**config.mk**
```make
export PLATFORM = sky130hd
export DESIGN_NAME = wbridge_16to32
export DESIGN_NICKNAME = d
export VERILOG_FILES = /design/src/rtl/wbridge_16to32.sv
export SDC_FILE = /design/constraint.sdc
export NUM_CORES = 1
export LEC_CHECK = 0
export BUFFER_PORTS_ARGS = -buffer_cell sky130_fd_sc_hd__clkbuf_2
export CAP_MARGIN = 20
export CORE_ASPECT_RATIO = 1.25
export CORE_MARGIN = 5
export CORE_UTILIZATION = 30
export CTS_BUF_LIST = sky130_fd_sc_hd__clkbuf_4 sky130_fd_sc_hd__clkbuf_8
export CTS_CLUSTER_DIAMETER = 200
export DETAILED_ROUTE_END_ITERATION = 10
export GPL_ROUTABILITY_DRIVEN = 0
export PLACE_DENSITY = 0.55
export SLEW_MARGIN = 15
export SYNTH_ARGS = -nofsm -noshare
export SYNTH_HDL_FRONTEND = slang
export SYNTH_SLANG_ARGS = --single-unit
```
**constraint.sdc**
```tcl
create_clock -name clk -period 3.27 [get_ports clk]
set_clock_uncertainty 0.2 [all_clocks]
set_input_delay 0.4905 -clock clk [delete_from_list [all_inputs] [get_ports clk]]
set_output_delay 0.4905 -clock clk [all_outputs]
set_load 0.02 [all_outputs]
```
**src/rtl/wbridge_16to32.sv**
```systemverilog
module wbridge_16to32 (
  input  logic        clk,
  input  logic        rst_n,
  input  logic        s_sel,
  input  logic        s_strobe,
  input  logic        s_write,
  input  logic [5:0]  s_am,
  input  logic [20:1] s_addr,
  input  logic [15:0] s_wdata,
  output logic [15:0] s_rdata,
  output logic        s_ack,
  output logic [31:0] m_addr,
  output logic        m_write,
  output logic [31:0] m_wdata,
  output logic        m_astb,
  output logic        m_dstb,
  input  logic [31:0] m_rdata,
  input  logic        m_done,
  output logic        led_offset,
  output logic        led_xfer
);

  typedef enum logic [1:0] {IDLE, MADDR, MDATA, HOLD} state_t;

  state_t      state;
  logic        half, pend_wr;
  logic [11:0] offset;
  logic [19:2] lat_addr;
  logic [15:0] hi_q, lo_q, rd_q;

  logic am_ok, start, off_wr, second;

  assign am_ok  = (s_am == 6'h39) || (s_am == 6'h3A) || (s_am == 6'h3D) || (s_am == 6'h3E);
  assign start  = (state == IDLE) && s_sel && s_strobe && am_ok;
  assign off_wr = s_write && s_addr[20];
  assign second = half && (pend_wr == s_write);

  assign s_ack   = (state == HOLD) && s_strobe;
  assign s_rdata = rd_q;
  assign m_astb  = (state == MADDR);
  assign m_dstb  = (state == MDATA);
  assign m_wdata = {hi_q, lo_q};

  always_ff @(posedge clk) begin
    if (!rst_n) begin
      state      <= IDLE;
      half       <= 1'b0;
      pend_wr    <= 1'b0;
      offset     <= '0;
      lat_addr   <= '0;
      hi_q       <= '0;
      lo_q       <= '0;
      rd_q       <= '0;
      m_addr     <= '0;
      m_write    <= 1'b0;
      led_offset <= 1'b0;
      led_xfer   <= 1'b0;
    end else begin
      led_offset <= 1'b0;
      led_xfer   <= 1'b0;
      case (state)
        IDLE: if (start) begin
          if (off_wr) begin
            offset     <= s_wdata[15:4];
            half       <= 1'b0;
            led_offset <= 1'b1;
            state      <= HOLD;
          end else if (s_write) begin
            if (second) begin
              lo_q    <= s_wdata;
              half    <= 1'b0;
              m_addr  <= {offset, lat_addr, 2'b00};
              m_write <= 1'b1;
              state   <= MADDR;
            end else begin
              lat_addr <= s_addr[19:2];
              hi_q     <= s_wdata;
              half     <= 1'b1;
              pend_wr  <= 1'b1;
              state    <= HOLD;
            end
          end else begin
            if (second) begin
              rd_q  <= lo_q;
              half  <= 1'b0;
              state <= HOLD;
            end else begin
              m_addr  <= {offset, s_addr[19:2], 2'b00};
              m_write <= 1'b0;
              half    <= 1'b1;
              pend_wr <= 1'b0;
              state   <= MADDR;
            end
          end
        end
        MADDR: state <= MDATA;
        MDATA: if (m_done) begin
          if (!m_write) begin
            rd_q <= m_rdata[31:16];
            lo_q <= m_rdata[15:0];
          end
          led_xfer <= 1'b1;
          state    <= HOLD;
        end
        HOLD: if (!s_strobe) state <= IDLE;
        default: state <= IDLE;
      endcase
    end
  end

  AST_ADDR_THEN_DATA: assert property (@(posedge clk) disable iff (!rst_n)
    m_astb |=> m_dstb && !m_astb);
  AST_NO_ACK_IN_XFER: assert property (@(posedge clk) disable iff (!rst_n)
    (m_astb || m_dstb) |-> !s_ack);
  AST_DATA_STABLE: assert property (@(posedge clk) disable iff (!rst_n)
    (m_dstb && $past(m_dstb)) |-> ($stable(m_addr) && $stable(m_wdata) && $stable(m_write)));
  AST_XFER_LED: assert property (@(posedge clk) disable iff (!rst_n)
    led_xfer |-> $past(m_dstb && m_done));
  AST_BAD_AM: assert property (@(posedge clk) disable iff (!rst_n)
    (state == IDLE && s_strobe && !am_ok) |=> !s_ack && !m_astb);
  AST_ACK_RELEASE: assert property (@(posedge clk) disable iff (!rst_n)
    (state == HOLD && !s_strobe) |=> (state == IDLE));
  AST_OFFSET_QUIET: assert property (@(posedge clk) disable iff (!rst_n)
    led_offset |-> !m_astb && !m_dstb);

endmodule

```
* Word level (Yosys, flattened, before mapping) *
Cells that the tools add are included.

word-level totals
  word-level logic and storage cells = 87
  flip-flop bits (word level) = 117
  output and inout port bits = 86
  bits of input ports = 80

cells by class
  multiplexer cells = 34
  reduce and logical (&&, ||, !) cells = 21
  bitwise logic cells = 2
  equal/unequal tests = 18

operators with widths
  operator              count
  $mux W16              12
  $mux W32              3
  $pmux W16 S2          2
  $eq A6 B6 Y1 const B  4
  $ne A2 B2 Y1 const B  8
  $mux W2               7
  $reduce_and A7 Y1     2
  $reduce_and A5 Y1     2
  $mux W1               9
  $reduce_and A3 Y1     3
  $pmux W2 S4           1
  $logic_and A1 B1 Y1   6
  $eq A2 B2 Y1 const B  2
  $ne A2 B1 Y1 const B  2
  $reduce_and A2 Y1     2
  $reduce_and A4 Y1     1
  $logic_or A1 B1 Y1    3
  $eq A2 B1 Y1 const B  1
  $logic_not A2 Y1      1
  $not A1 Y1            2
  $reduce_bool A2 Y1    1
  $eq A1 B1 Y1          1

* Longest topological paths before layout *
  word-level depth = 7
  gate-level depth with buffers = 9
  mapped depth without buffers = 6

* Least setup slack after synthesis *
Ideal clock, no wire load.

  kind = register to register
  start = register state[0]
  end = register lo_q[10]
  path slack = 1.031 ns
  path buffers = 3
  data arrival time = 1.917 ns
  cell stages (with the launch flop) = 10
  path through = dfxtp_1 > inv_1 > ha_1 > nand2b_1 > buf_2 > and2_1 > clkbuf_2 > clkbuf_1 > nor3_1 > o2bb2a_1

on the way
  elaborated cells between the ends (all ways) = 14

RTL lines
  item                                                         line  text
  from (decl)                                                  25    state_t state;
  from (signal assigned)                                       46    state <= IDLE;
  from (signal assigned)                                       67    state <= HOLD;
  from (signal assigned)                                       74    state <= MADDR;
  $eq A2 B2 Y1 *                                               -
  net m_dstb                                                   16    output logic m_dstb,
  $ne A2 B2 Y1 (no source line), or another cell as far along  -
  $reduce_and A7 Y1 (no source line)                           -
  to (signal assigned)                                         70    lo_q <= s_wdata;
  to (signal assigned)                                         100   lo_q <= m_rdata[15:0];
  to (decl)                                                    29    logic [15:0] hi_q, lo_q, rd_q;

Mark *: on every way through the listed nets, which the timed path passes. The rest lies on a longest branch.
A chain may end at the register's enable or synchronous reset.

* Final worst setup path *
  start = register state[1]
  end = register lo_q[3]

on the way
  cells in the longest elaborated chain, start to end = 6
  elaborated cells between the ends (all ways) = 14

ends and longest elaborated chain
  item                                line    text
  $logic_not A2 Y1                    34, 61
  $logic_and A1 B1 Y1 (3 in series)   34      assign start = (state == IDLE) && s_sel && s_strobe && am_ok;
  $ne A2 B2 Y1 (no source line)       -
  $reduce_and A7 Y1 (no source line)  -

Several ways; a longest one is shown, not always the timed one.

==> flow_summary.json <==
{
  "status": "complete, no violations",
  "synth_cell_types": 42,
  "cts_buffer_depth": 2,
  "cts_buffers": 17,
  "core_area_mm2": 0.0167,
  "ys.flop_type": "dfxtp_1",
  "clk_pin_slew_ns": 0.07,
  "power.leakage_nw": 2.62,
  "finalPower_w": 0.00423,
  "grt_use_total_pct": 14.7,
  "num_rows": 53,
  "viasPerCell": 4.87,
  "synthTopCellsByArea": "dfxtp_1 (46%), mux2i_1 (19%), nand2_1 (7.3%), a211oi_1 (5.0%), a21oi_1 (3.8%)",
  "wl_mm": 14.4,
  "pre_cts_slack_ns": 0.460,
  "fill_cells": 1746,
  "clock_sinks": 115,
  "die_w_um": 126,
  "rsz0062_at_grt": "no",
  "nNetsFinal": 750,
  "period_share_pct": 78.8,
  "synth_seq_cells": 115,
  "grt_pass1_wl_mm": 23.0,
  "antennaDiodeCount": 0,
  "die_area_mm2": 0.0196,
  "firstDrtPassIters": 4,
  "hold_class": "in2reg",
  "drive_gt1_share_pct": 31.7,
  "cp.arrival_ns": 2.75,
  "grt_max_degree": 42,
  "syn_avg_cell_area_um2": 9.74,
  "synthTopCellsByCount": "dfxtp_1 (115), nand2_1 (99), mux2i_1 (94)",
  "cp_data_required_time_ns": 3.44,
  "die_h_um": 155,
  "start_util_pct": 30.3,
  "crit_type": "reg2reg",
  "insertion_delay_ns": 0.43,
  "cts_tree": "done",
  "port_buffers": 161,
  "synth_cells": 519,
  "grt_overflow": 0,
  "fin_crit_ns": 2.58,
  "synth_seq_area_share_pct": 45.5,
  "ctsHoldBuffers": 0,
  "antenna_found_initial": 0,
  "path_max_fanout": 17,
  "cap_violations": 0,
  "root_buffer": "clkbuf_8",
  "vias": 4375,
  "cts_resized": 0,
  "drc_errors": 0,
  "final_cell_area_mm2": 0.00640,
  "drtIter0Drc": 137,
  "synthToLayoutAreaGrowth_pct": 26.5,
  "yosys.area.top_type_share_pct": 45.5,
  "slew_viol_final": 0,
  "setup_tns_ns": 0,
  "worstMarginPinSlew_ns": 0.728,
  "final_util_pct": 38.3,
  "slew_headroom_pct": 51.4,
  "pin_count": 166,
  "ir_drop_uv": 254,
  "fin_ws_ns": 0.694,
  "cts_max_level": 4,
  "synth_edf_count": 0,
  "p_per_area_mw_per_mm2": 660,
  "post_cts_buffers": 0,
  "hold_viol": 0,
  "synth_top_area_cell": "dfxtp_1",
  "syn_area_mm2": 0.00506,
  "setup_viol_count_final": 0,
  "crit_path_end_kind": "flop",
  "grt_pass1_vias": 4468,
  "synth_most_common_cell": "dfxtp_1",
  "wl_per_cell_um": 16.1,
  "synthArstFlopShare_pct": 0,
  "drtAntennaViolNets": 0,
  "placed_area_mm2": 0.00599,
  "clock.fmax_ghz": 0.388,
  "cp-start-kind": "flop",
  "ys_warn_count": 0,
  "place_hpwl_mm": 10.6
}
## metrics by stage
step / hold WS [ns] / std cells
2_1_floorplan: 0.234 / 520
3_3_place_gp: 0.242 / 866
3_5_place_dp: 0.246 / 866
4_1_cts: 0.0588 / 898
5_1_grt: 0.0607 / 898
6_report: 0.0986 / 898
## final cells by class
cell class / count / area [µm²] / area share [%]
multi-input combinational: 349 / 2460 / 38.5
sequential: 115 / 2300 / 36.0
timing repair buffer: 175 / 926 / 14.5
clock buffer: 23 / 304 / 4.75
tap: 220 / 275 / 4.30
clock inverter: 9 / 103 / 1.60
inverter: 7 / 26.3 / 0.411
## worst max-delay path: stages (launching register included)
cell	delay, ns
dfxtp_1	0.34
inv_1	0.11
ha_1	0.30
o41a_1	0.67
nand2_1	0.49
o2bb2a_1	0.39
## sequential cells by signal, indices dropped and copies added (netlist names)
| signal | count |
|---|---|
| lat_addr | 18 |
| pend_wr | 1 |
| lo_q | 16 |
| half | 1 |
| offset | 12 |
| led_offset | 1 |
| state | 2 |
| s_rdata | 16 |
| m_write | 1 |
| m_addr | 30 |
| hi_q | 16 |
| led_xfer | 1 |
## cell usage in the layout, fill, tap and decap left out, types with 2 or more instances in the layout
cell type   count
a211oi_1       34
a21oi_1        37
and2_1          5
and3_1          2
buf_4          14
bufinv_16       2
clkbuf_2      160
clkbuf_4        2
clkbuf_8       21
clkinv_2        4
clkinvlp_4      3
conb_1          2
dfxtp_1       115
ha_1            5
inv_1           6
mux2i_1        94
nand2_1        99
nor3_1         16
o21ai_0         3
o221ai_1       16
o2bb2a_1       15
## logic make-up (layout without fill, tap and decap cells)
| family | after synthesis | after routing | share of synthesized area, % |
|---|---|---|---|
| compound gates | 113 | 113 | 16.5 |
| xor+xnor | 1 | 1 | 0.322 |
| fa+ha+maj | 5 | 5 | 1.24 |
| buf+inv | 56 | 214 | 5.96 |
| flops | 115 | 115 | 45.5 |
| mux | 94 | 94 | 18.6 |
| other cells | 1 | 2 | 0.0741 |
| simple gates | 134 | 134 | 11.8 |
## power by group
part | switching [W] | leakage, nW | internal, W
clock network | 0.000579 | 0.205 | 0.000769
logic | 0.000775 | 1.49 | 0.000438
registers | 0.000112 | 0.930 | 0.00155
total | 0.00146 | 2.62 | 0.00276
## path summary, 6_finish.rpt
path | from | end | slack [ns] | cells after the start
setup / recovery | state[1] | lo_q[3] | 0.69 | 5
setup reg to reg | state[1] | lo_q[3] | 0.69 | 5
hold / removal | s_addr[2] | lat_addr[2] | 0.1 | 3
hold reg to reg | hi_q[14] | hi_q[14] | 0.26 | 2
## per-layer routing
metal / GRT usage [%] / part of all wire, % / vias up
li1: - / - / 2150
met1: 16.2 / 40 / 2065
met2: 25.6 / 52 / 126
met3: 4.67 / 5.1 / 34
met4: 7.20 / 3.3 / 0
met5: 0 / 0 / -
Power figures use the tool's default switching activity.
